### src/rtl/dmv_pkg.sv
package dmv_pkg;
  localparam int DW = 8;

  typedef enum logic [2:0] {
    OP_MOV = 3'd0, OP_XCH = 3'd1, OP_XCHD = 3'd2,
    OP_PUSH = 3'd3, OP_POP = 3'd4, OP_LDPTR = 3'd5
  } op_e;

  typedef enum logic [2:0] {
    MD_ACC = 3'd0, MD_REG = 3'd1, MD_DIR = 3'd2, MD_IND = 3'd3, MD_IMM = 3'd4
  } md_e;

  // location id: bit 8 set = special-function space, else RAM 00h-FFh
  typedef logic [8:0] loc_t;

  localparam logic [7:0] A_P0 = 8'h80, A_SP = 8'h81, A_DPL = 8'h82, A_DPH = 8'h83;
  localparam logic [7:0] A_P1 = 8'h90, A_P2 = 8'hA0, A_P3 = 8'hB0;
  localparam logic [7:0] A_ACC = 8'hE0, A_B = 8'hF0;

  // true when the form costs two machine cycles
  function automatic logic costs_two(op_e op, md_e s, md_e d);
    logic r;
    r = 1'b0;
    case (op)
      OP_LDPTR, OP_PUSH, OP_POP: r = 1'b1;
      OP_MOV: begin
        case (d)
          MD_REG:         r = (s == MD_DIR);
          MD_DIR, MD_IND: r = (s != MD_ACC);
          default:        r = 1'b0;
        endcase
      end
      default: r = 1'b0;
    endcase
    return r;
  endfunction

  // resolve an operand mode to a location id
  function automatic loc_t loc_of(md_e m, logic [2:0] ridx, logic [7:0] a,
                                  logic [1:0] bank, logic [7:0] ptr);
    loc_t l;
    case (m)
      MD_ACC:  l = {1'b1, A_ACC};
      MD_REG:  l = {1'b0, 3'b000, bank, ridx};
      MD_DIR:  l = {a[7], a};
      MD_IND:  l = {1'b0, ptr};
      default: l = '0;
    endcase
    return l;
  endfunction
endpackage

### src/rtl/dmv_seq.sv
module dmv_seq #(
  parameter int MC_CLKS = 12
) (
  input  logic clk,
  input  logic rst_n,
  input  logic start,
  input  logic two_mc,
  output logic accept,
  output logic fire,
  output logic done
);
  localparam int CW = $clog2(2 * MC_CLKS + 1);
  localparam logic [CW-1:0] ONE_MC = CW'(MC_CLKS);
  localparam logic [CW-1:0] TWO_MC = CW'(2 * MC_CLKS);

  logic          busy_q;
  logic [CW-1:0] cnt_q;
  logic [CW-1:0] tot_q;

  assign accept = start && !busy_q;
  assign fire   = busy_q && (cnt_q == tot_q - CW'(1));

  always_ff @(posedge clk or negedge rst_n) begin
    if (!rst_n) begin
      busy_q <= 1'b0;
      cnt_q  <= '0;
      tot_q  <= ONE_MC;
      done   <= 1'b0;
    end else begin
      done <= fire;
      if (accept) begin
        busy_q <= 1'b1;
        cnt_q  <= '0;
        tot_q  <= two_mc ? TWO_MC : ONE_MC;
      end else if (busy_q) begin
        if (fire) busy_q <= 1'b0;
        else      cnt_q  <= cnt_q + CW'(1);
      end
    end
  end

  AST_DONE_SINGLE: assert property (@(posedge clk) disable iff (!rst_n) done |=> !done);
  AST_START_IGNORED: assert property (@(posedge clk) disable iff (!rst_n)
    (busy_q && start && !fire) |=> (busy_q && tot_q == $past(tot_q) && cnt_q == $past(cnt_q) + CW'(1)));
endmodule

### src/rtl/dmv_exec.sv
module dmv_exec
  import dmv_pkg::*;
(
  input  logic        fire,
  input  logic [2:0]  op_i,
  input  logic [2:0]  src_md_i,
  input  logic [2:0]  dst_md_i,
  input  logic [2:0]  ridx_i,
  input  logic [7:0]  saddr_i,
  input  logic [7:0]  daddr_i,
  input  logic [15:0] imm_i,
  input  logic [1:0]  bank_i,
  input  logic [7:0]  acc,
  input  logic [7:0]  sp,
  input  logic [7:0]  ptr_rd,
  input  logic [7:0]  src_rd,
  output loc_t        ptr_loc,
  output loc_t        src_loc,
  output logic        w_en,
  output loc_t        w_loc,
  output logic [7:0]  w_dat,
  output logic        a_en,
  output logic [7:0]  a_dat,
  output logic        sp_en,
  output logic [7:0]  sp_dat,
  output logic        dp_en,
  output logic [15:0] dp_dat
);
  op_e  op;
  md_e  smd, dmd;
  loc_t dst_loc;

  assign op      = op_e'(op_i);
  assign smd     = md_e'(src_md_i);
  assign dmd     = md_e'(dst_md_i);
  assign ptr_loc = {1'b0, 3'b000, bank_i, 2'b00, ridx_i[0]};
  assign dst_loc = loc_of(dmd, ridx_i, daddr_i, bank_i, ptr_rd);

  always_comb begin
    case (op)
      OP_PUSH: src_loc = {saddr_i[7], saddr_i};
      OP_POP:  src_loc = {1'b0, sp};
      default: src_loc = loc_of(smd, ridx_i, saddr_i, bank_i, ptr_rd);
    endcase
  end

  always_comb begin
    w_en = 1'b0; w_loc = '0; w_dat = '0;
    a_en = 1'b0; a_dat = '0;
    sp_en = 1'b0; sp_dat = '0;
    dp_en = 1'b0; dp_dat = '0;
    case (op)
      OP_MOV: begin
        w_en  = fire && (dmd != MD_IMM);
        w_loc = dst_loc;
        w_dat = (smd == MD_IMM) ? imm_i[7:0] : src_rd;
      end
      OP_XCH: begin
        w_en  = fire; w_loc = src_loc; w_dat = acc;
        a_en  = fire; a_dat = src_rd;
      end
      OP_XCHD: begin
        w_en  = fire; w_loc = src_loc; w_dat = {src_rd[7:4], acc[3:0]};
        a_en  = fire; a_dat = {acc[7:4], src_rd[3:0]};
      end
      OP_PUSH: begin
        sp_en = fire; sp_dat = sp + 8'd1;
        w_en  = fire; w_loc = {1'b0, sp + 8'd1}; w_dat = src_rd;
      end
      OP_POP: begin
        sp_en = fire; sp_dat = sp - 8'd1;
        w_en  = fire; w_loc = {daddr_i[7], daddr_i}; w_dat = src_rd;
      end
      OP_LDPTR: begin
        dp_en = fire; dp_dat = imm_i;
      end
      default: ;
    endcase
  end
endmodule

### src/rtl/dmv_store.sv
module dmv_store
  import dmv_pkg::*;
(
  input  logic        clk,
  input  logic        rst_n,
  input  loc_t        ptr_loc,
  output logic [7:0]  ptr_rd,
  input  loc_t        src_loc,
  output logic [7:0]  src_rd,
  input  logic        w_en,
  input  loc_t        w_loc,
  input  logic [7:0]  w_dat,
  input  logic        a_en,
  input  logic [7:0]  a_dat,
  input  logic        sp_en,
  input  logic [7:0]  sp_dat,
  input  logic        dp_en,
  input  logic [15:0] dp_dat,
  output logic [7:0]  acc,
  output logic [7:0]  sp,
  output logic [15:0] dptr
);
  localparam int HALF = 1 << (DW - 1);
  localparam int HW   = DW - 1;
  localparam int NSFR = 9;
  localparam int I_ACC = 0, I_SP = 2, I_DPL = 3, I_DPH = 4;

  function automatic logic [7:0] sfr_addr(int i);
    case (i)
      0: return A_ACC;
      1: return A_B;
      2: return A_SP;
      3: return A_DPL;
      4: return A_DPH;
      5: return A_P0;
      6: return A_P1;
      7: return A_P2;
      default: return A_P3;
    endcase
  endfunction

  logic [7:0] lo_ram [HALF];
  logic [7:0] hi_ram [HALF];
  logic [NSFR-1:0][7:0] sfr_v;
  logic [7:0] src_sfr;
  logic       ram_wr;

  for (genvar gi = 0; gi < NSFR; gi++) begin : g_sfr
    logic [7:0] q;
    always_ff @(posedge clk or negedge rst_n) begin
      if (!rst_n)
        q <= (gi == I_SP) ? 8'h07 : 8'h00;
      else if (w_en && w_loc == {1'b1, sfr_addr(gi)})
        q <= w_dat;
      else if (gi == I_ACC && a_en)
        q <= a_dat;
      else if (gi == I_SP && sp_en)
        q <= sp_dat;
      else if (gi == I_DPL && dp_en)
        q <= dp_dat[7:0];
      else if (gi == I_DPH && dp_en)
        q <= dp_dat[15:8];
    end
    assign sfr_v[gi] = q;
  end

  always_comb begin
    src_sfr = 8'h00;
    for (int i = 0; i < NSFR; i++)
      if (src_loc[7:0] == sfr_addr(i)) src_sfr = sfr_v[i];
  end

  assign ram_wr = w_en && !w_loc[8];

  always_ff @(posedge clk) begin
    if (ram_wr) begin
      if (w_loc[7]) hi_ram[w_loc[HW-1:0]] <= w_dat;
      else          lo_ram[w_loc[HW-1:0]] <= w_dat;
    end
  end

  assign ptr_rd = lo_ram[ptr_loc[HW-1:0]];
  assign src_rd = src_loc[8] ? src_sfr
                : (src_loc[7] ? hi_ram[src_loc[HW-1:0]] : lo_ram[src_loc[HW-1:0]]);

  assign acc  = sfr_v[I_ACC];
  assign sp   = sfr_v[I_SP];
  assign dptr = {sfr_v[I_DPH], sfr_v[I_DPL]};

  AST_RAM_WR_KEEPS_SFR: assert property (@(posedge clk) disable iff (!rst_n)
    (ram_wr && !a_en && !sp_en && !dp_en) |=> (sfr_v == $past(sfr_v)));
endmodule

### src/rtl/dmove_engine.sv
module dmove_engine
  import dmv_pkg::*;
#(
  parameter int MC_CLKS = 12
) (
  input  logic        clk,
  input  logic        rst_n,
  input  logic        start,
  input  logic [2:0]  op_i,
  input  logic [2:0]  src_md_i,
  input  logic [2:0]  dst_md_i,
  input  logic [2:0]  ridx_i,
  input  logic [7:0]  saddr_i,
  input  logic [7:0]  daddr_i,
  input  logic [15:0] imm_i,
  input  logic [1:0]  bank_i,
  output logic        done_o,
  output logic [7:0]  acc_o,
  output logic [7:0]  sp_o,
  output logic [15:0] dptr_o
);
  logic        accept, fire, two_mc;
  logic [2:0]  op_q, smd_q, dmd_q, ridx_q;
  logic [7:0]  saddr_q, daddr_q;
  logic [15:0] imm_q;
  logic [1:0]  bank_q;

  loc_t        ptr_loc, src_loc, w_loc;
  logic [7:0]  ptr_rd, src_rd, w_dat, a_dat, sp_dat;
  logic [15:0] dp_dat;
  logic        w_en, a_en, sp_en, dp_en;

  assign two_mc = costs_two(op_e'(op_i), md_e'(src_md_i), md_e'(dst_md_i));

  always_ff @(posedge clk or negedge rst_n) begin
    if (!rst_n) begin
      op_q <= '0; smd_q <= '0; dmd_q <= '0; ridx_q <= '0;
      saddr_q <= '0; daddr_q <= '0; imm_q <= '0; bank_q <= '0;
    end else if (accept) begin
      op_q <= op_i; smd_q <= src_md_i; dmd_q <= dst_md_i; ridx_q <= ridx_i;
      saddr_q <= saddr_i; daddr_q <= daddr_i; imm_q <= imm_i; bank_q <= bank_i;
    end
  end

  dmv_seq #(.MC_CLKS(MC_CLKS)) u_seq (
    .clk(clk), .rst_n(rst_n), .start(start), .two_mc(two_mc),
    .accept(accept), .fire(fire), .done(done_o)
  );

  dmv_exec u_exec (
    .fire(fire), .op_i(op_q), .src_md_i(smd_q), .dst_md_i(dmd_q), .ridx_i(ridx_q),
    .saddr_i(saddr_q), .daddr_i(daddr_q), .imm_i(imm_q), .bank_i(bank_q),
    .acc(acc_o), .sp(sp_o), .ptr_rd(ptr_rd), .src_rd(src_rd),
    .ptr_loc(ptr_loc), .src_loc(src_loc),
    .w_en(w_en), .w_loc(w_loc), .w_dat(w_dat), .a_en(a_en), .a_dat(a_dat),
    .sp_en(sp_en), .sp_dat(sp_dat), .dp_en(dp_en), .dp_dat(dp_dat)
  );

  dmv_store u_store (
    .clk(clk), .rst_n(rst_n),
    .ptr_loc(ptr_loc), .ptr_rd(ptr_rd), .src_loc(src_loc), .src_rd(src_rd),
    .w_en(w_en), .w_loc(w_loc), .w_dat(w_dat), .a_en(a_en), .a_dat(a_dat),
    .sp_en(sp_en), .sp_dat(sp_dat), .dp_en(dp_en), .dp_dat(dp_dat),
    .acc(acc_o), .sp(sp_o), .dptr(dptr_o)
  );

  AST_PUSH_SP_UP: assert property (@(posedge clk) disable iff (!rst_n)
    (fire && op_q == OP_PUSH) |=> (sp_o == $past(sp_o) + 8'd1));
  AST_POP_SP_DOWN: assert property (@(posedge clk) disable iff (!rst_n)
    (fire && op_q == OP_POP && daddr_q != A_SP) |=> (sp_o == $past(sp_o) - 8'd1));
  AST_XCH_TAKES_OPERAND: assert property (@(posedge clk) disable iff (!rst_n)
    (fire && op_q == OP_XCH && smd_q == MD_REG) |=> (acc_o == $past(src_rd)));
  AST_PTR_LOADED: assert property (@(posedge clk) disable iff (!rst_n)
    (fire && op_q == OP_LDPTR) |=> (dptr_o == $past(imm_q)));
  AST_IND_STAYS_RAM: assert property (@(posedge clk) disable iff (!rst_n)
    (fire && smd_q == MD_IND && op_q != OP_PUSH && op_q != OP_POP) |-> !src_loc[8]);
endmodule

### config.mk
export PLATFORM = sky130hd
export DESIGN_NAME = dmove_engine
export DESIGN_NICKNAME = d
export VERILOG_FILES = /design/src/rtl/dmv_pkg.sv /design/src/rtl/dmv_seq.sv /design/src/rtl/dmv_exec.sv /design/src/rtl/dmv_store.sv /design/src/rtl/dmove_engine.sv
export SDC_FILE = /design/constraint.sdc
export NUM_CORES = 2
export LEC_CHECK = 0
export BUFFER_PORTS_ARGS = -buffer_cell sky130_fd_sc_hd__buf_2
export CORE_ASPECT_RATIO = 1.2
export CORE_UTILIZATION = 60
export DETAILED_ROUTE_END_ITERATION = 8
export HOLD_SLACK_MARGIN = 0.1
export PLACE_DENSITY = 0.76
export SLEW_MARGIN = 20
export SYNTH_ARGS = -nofsm -noshare
export SYNTH_HDL_FRONTEND = slang
export SYNTH_HIERARCHICAL = 1
export SYNTH_SLANG_ARGS = --single-unit
### constraint.sdc
create_clock -name clk -period 27.3 [get_ports clk]
set_clock_uncertainty 0.15 [all_clocks]
set_input_delay 6.825 -clock clk [delete_from_list [all_inputs] [get_ports clk]]
set_output_delay 6.825 -clock clk [all_outputs]
set_load 0.02 [all_outputs]
### After elaboration in Yosys (flattened, before gate mapping)

Memory sizes are Yosys's and may differ from the RTL's.
Index checks and enable logic that the tools add are counted.

* memories: 2
* output and inout port bits: 33
* flip-flop bits (word level): 130
* logic and storage cells: 148
* bits in writable memories: 2048

* reduce and logical (&&, ||, !) cells: 32
* eq/ne operators: 41
* add/sub/neg operators: 4
* mux-type cells: 47

Memories
* u_store.hi_ram: depth 128, bits a word 8, read ports 1, clocked after memory_dff 0, write ports 1, line dmv_store.sv:43 `logic [7:0] hi_ram [HALF];`
* u_store.lo_ram: depth 128, bits a word 8, read ports 2, clocked after memory_dff 0, write ports 1, line dmv_store.sv:42 `logic [7:0] lo_ram [HALF];`

Operators by type and width (count)
* 8-bit 2-to-1 mux: 20
* 9-bit one-hot mux with 4 select lines: 3
* 9-bit equality test, second input constant: 9
* 8-bit equality test, second input constant: 9
* 8-bit one-hot mux with 2 select lines: 2
* 8-bit one-hot mux with 4 select lines: 1
* 3-bit by 2-bit equality test with 1-bit output, second input constant: 10
* 5-bit 2-to-1 mux: 4
* 9-bit one-hot mux with 2 select lines: 1
* 16-bit 2-to-1 mux: 1
* 3-bit equality test, second input constant: 5
* 1-bit logical AND: 13
* 3-bit by 1-bit equality test with 1-bit output, second input constant: 4
* 3-bit zero test: 4
* 1-bit 2-to-1 mux: 12
* 2-bit nonzero test: 5
* 8-bit by 1-bit adder with 8-bit output, second input constant: 1
* 8-bit by 1-bit subtractor with 8-bit output, second input constant: 1
* 1-bit one-hot mux with 2 select lines: 3
* 2-bit OR reduction: 3
* 5-bit by 1-bit adder with 5-bit output, second input constant: 1
* 5-bit equality test: 1
* 5-bit by 1-bit subtractor with 5-bit output, second input constant: 1
* 2-bit AND reduction: 2
* 7 further kinds: 8

### Longest topological paths before layout

* depth after elaboration: 17
* depth in mapped cells: 28

### Hierarchy

The synthesis kept the hierarchy.

By module, submodules not included
* dmv_store: cells an instance 4565, area an instance 91307.6 µm², times used 1
* dmove_engine: cells an instance 104, area an instance 1762.9 µm², times used 1
* dmv_exec: cells an instance 226, area an instance 1461.4 µm², times used 1
* dmv_seq: cells an instance 44, area an instance 451.7 µm², times used 1

### Least setup slack after synthesis

OpenSTA, ideal clock, no wires.

* path kind: flip-flop to flip-flop
* from: register ridx_q[0]
* to: memory u_store.hi_ram[0][5], data pin
* path slack: 18.152 ns
* setup time: 0.773 ns
* required time: 26.377 ns
* stages on the path, launching flop included: 24
* arrival time: 8.225 ns
* cell sequence: dfrtp_1 -> buf_4 -> buf_2 -> buf_6 -> buf_2 -> mux4_2 -> mux4_2 -> mux4_2 -> mux2_2 -> mux2_2 -> a221o_1 -> buf_4 -> buf_4 -> buf_4 -> buf_4 -> inv_2 -> buf_1 -> nand2_1 -> and3_1 -> a311oi_1 -> a211oi_1 -> o311ai_0 -> a222oi_1 -> inv_1

* longest elaborated chain between the ends: 16
* elaborated cells on any way between the ends: 26
* those cells by class: eq/ne: 9; mux: 15; memory: 2

RTL lines
* from (decl): line dmove_engine.sv:23 `logic [2:0] op_q, smd_q, dmd_q, ridx_q;`
* from (signal assigned): line dmove_engine.sv:40 `op_q <= op_i; smd_q <= src_md_i; dmd_q <= dst_md_i; ridx_q <= ridx_i;`
* memory read 128 x 8 bit *
* net ptr_rd[0]: line dmove_engine.sv:29 `logic [7:0] ptr_rd, src_rd, w_dat, a_dat, sp_dat;`
* 9-bit one-hot mux with 4 select lines *: line dmv_pkg.sv:42 `case (m)`
* 9-bit one-hot mux with 2 select lines *: line dmv_exec.sv:40 `case (op)`
* net src_loc[0]: line dmove_engine.sv:28 `loc_t ptr_loc, src_loc, w_loc;`
* 8-bit equality test: line dmv_store.sv:70 `if (src_loc[7:0] == sfr_addr(i)) src_sfr = sfr_v[i];`
* 8-bit 2-to-1 mux (9 in a row): line dmv_store.sv:70
* 8-bit 2-to-1 mux *: line dmv_store.sv:83 `assign src_rd = src_loc[8] ? src_sfr`
* net src_rd[5]: line dmove_engine.sv:29
* 8-bit 2-to-1 mux: line dmv_exec.sv:56 `w_dat = (smd == MD_IMM) ? imm_i[7:0] : src_rd;`
* 8-bit one-hot mux with 4 select lines *: line dmv_exec.sv:52 `case (op)`
* net w_dat[5]: line dmove_engine.sv:29
* to (decl): line dmv_store.sv:43

The timed path passes the listed nets; every way through them passes the cells marked *.

### Final worst setup path

* from: register ridx_q[0]
* to: register u_store.g_sfr[5].q[0]

* longest elaborated chain between the ends: 16
* elaborated cells on any way between the ends: 30
* those cells by class: eq/ne: 10; mux: 17; reduce/logical: 1; memory: 2

RTL lines
* memory read 128 x 8 bit *
* net ptr_rd[0]: line dmove_engine.sv:29
* 9-bit one-hot mux with 4 select lines *: line dmv_pkg.sv:42
* 9-bit one-hot mux with 2 select lines *: line dmv_exec.sv:40
* net src_loc[0]: line dmove_engine.sv:28
* 8-bit equality test: line dmv_store.sv:70
* 8-bit 2-to-1 mux (9 in a row): line dmv_store.sv:70
* 8-bit 2-to-1 mux *: line dmv_store.sv:83
* net src_rd[0]: line dmove_engine.sv:29
* 8-bit 2-to-1 mux: line dmv_exec.sv:56
* 8-bit one-hot mux with 4 select lines *: line dmv_exec.sv:52
* net w_dat[0]: line dmove_engine.sv:29
* to (signal assigned): line dmv_store.sv:58 `q <= sp_dat;`
* to (signal assigned): line dmv_store.sv:60 `q <= dp_dat[7:0];`
* to (signal assigned): line dmv_store.sv:62 `q <= dp_dat[15:8];`
* to (decl): line dmv_store.sv:49 `logic [7:0] q;`

Marks and branches as above.
A chain may end at the register's enable or synchronous reset.

==> flow_summary.yaml <==
timing:
  finalSetupTns_ns: 0
  clock.fmax_mhz: 87.5
  relSlewSlack_pct: 13.7
  period_minus_slack_ns: 11.43
  finalHoldViolations: 0
  finalMaxSlewViolations: 0
  setup_viol: 0
  grt_setup_unrepaired: "no"
  period_share_pct: 41.9
  tightest_slew_ns: 1.29
clocking:
  cts_buffers: 201
  htree_levels: 4
  postCtsSetupBuffers: 0
  clockBufferDepth: 3
  cts.sink_count: 2175
  ctsHoldBuffers: 0
  clock_latency_ns: 0.87
  clk_pin_slew_ns: 0.06
  cts.repair.resized: 0
  cts_tree: "built"
  cts-root-buf: "clkbuf_16"
worst_hold_path:
  hold_class: "reg2reg"
final_layout:
  postLayoutCellArea_sq_um: 104000
  syn2layout_area_growth_pct: 9.33
  layout-drive-gt1-share_pct: 28.9
  nNetsFinal: 5009
route:
  totalWireLength_microns: 272000
  drtIter0Drc: 8548
  remaining_drc_errors: 0
  ant_nets: 0
  drt-vias-per-instance: 7.38
  vias: 53300
  routedWlPerCell_microns: 37.7
  first_pass_iters: 9
critical_path:
  critPathCaptureType: "flop"
  slowest_stage: "nor4_1"
  cp_common_cell: "buf_4"
  cp-start-kind: "flop"
  crit_fanout: 169
  cpPeakStageDelay_ns: 0.95
  arrival_ns: 12.02
  critPathKind: "reg2reg"
  cp_cell_sequence: "buf_4, mux4_2, mux4_2, mux4_2, mux2_2, mux2_2, a221o_4, buf_4, buf_4, buf_4, mux4_2, a22o_1, a221oi_1, o22ai_1, nor4_1, a211o_1, a41oi_1, a222oi_1, inv_8, buf_4, mux2_2"
  cp_data_required_time_ns: 27.89
global_route:
  grt_pass1_vias: 53000
  grt-ovfl-total: 0
  grt_pass1_wl_microns: 387000
  antenna_found_initial: 13
  grt_max_degree: 257
  grt_util_all_layers_pct: 34.7
placed_design:
  dp_hpwl_microns: 169000
  place_congestion: 0.962
  placed_area_sq_um: 97200
  portBuffers: 81
floorplan:
  coreArea_sq_um: 157000
  ios: 82
  fp.dieArea_sq_um: 160000
  die_x_microns: 365
  start_util_pct: 60.6
  rows: 159
  die_h_microns: 438
synthesis:
  netlist_area_sq_um: 95000
  synthCells: 4937
  yosys_warnings: 6
  synth_area_per_cell_sq_um: 19.2
flow_run:
  maxCapViolations: 0
status:
  status: "finished clean"
## worst paths after layout
path	slack, ns	endpoint	start	depth (start not counted)
setup / recovery	15.87	u_store/g_sfr[5].q[0]	ridx_q[0]	21
hold / removal	0.36	u_store/g_sfr[6].q[7]	u_store/g_sfr[6].q[7]	1
setup reg to reg	15.87	u_store/g_sfr[5].q[0]	ridx_q[0]	21
hold reg to reg	0.36	u_store/g_sfr[6].q[7]	u_store/g_sfr[6].q[7]	1
max in group asynchronous	19.63	u_store/g_sfr[5].q[0]	rst_n	2
min in group asynchronous	5.90	saddr_q[0]	rst_n	1
## stage by stage
stage                     hold slack, ns  setup WS (ns)  util [%]  std cells
after floorplan                    0.321          18.15         -       4940
after global placement             0.335          16.10      62.0       6846
after detailed placement           0.343          15.89      62.0       6846
after CTS                          0.356          15.87      66.2       7216
after global routing               0.372          15.40      66.2       7217
final                              0.360          15.87      66.2       7227
## worst max-delay path: cells and delay by family (launching register included)
kind                   cells  cell delay (ns)
buffers and inverters      6             3.11
AOI/OAI and AO/OA          7             2.96
muxes                      7             3.11
DFF                        1             0.78
and+or+nand+nor            1             0.95
## cells in the final DEF (no fill, tap or decap), types with 66 or more instances in the layout
cell	count
buf_2	81
dfrtp_1	121
clkbuf_16	205
buf_4	99
mux2_2	121
mux2i_1	197
mux4_2	818
a21oi_1	111
edfxtp_1	2048
a22oi_1	66
nor2_1	322
nand2_1	177
## flip-flops by register name, summed over array words and instances (netlist names), 5 cells and up
name and count:
daddr_q 8, imm_q 16, saddr_q 8, u_seq/cnt_q 5
u_store/acc 8, u_store/g_sfr.q 56, u_store/hi_ram 1024, u_store/lo_ram 1024
u_store/sp 8
## layer usage
layer / part of all wire [%] / up-vias / GRT usage (%)
met5: 0.027 / - / 0
met4: 7.7 / 10 / 22.8
met3: 12 / 911 / 8.71
met2: 48 / 4076 / 53.9
met1: 33 / 27700 / 43.8
li1: - / 20700 / -
## final cells by class
class / instances / area (sq um)
Antenna cell: 10 / 25.0
Sequential cell: 2175 / 64700
Timing Repair Buffer: 185 / 1230
Fill cell: 10100 / 52900
Inverter: 25 / 159
Tap cell: 2093 / 2620
Multi-Input combinational cell: 2369 / 28600
Clock buffer: 248 / 5340
Clock inverter: 122 / 1170
Power is left out: the tool's default activity adds up to more than one toggle a clock period on the data nets, which glitch-free logic cannot reach.
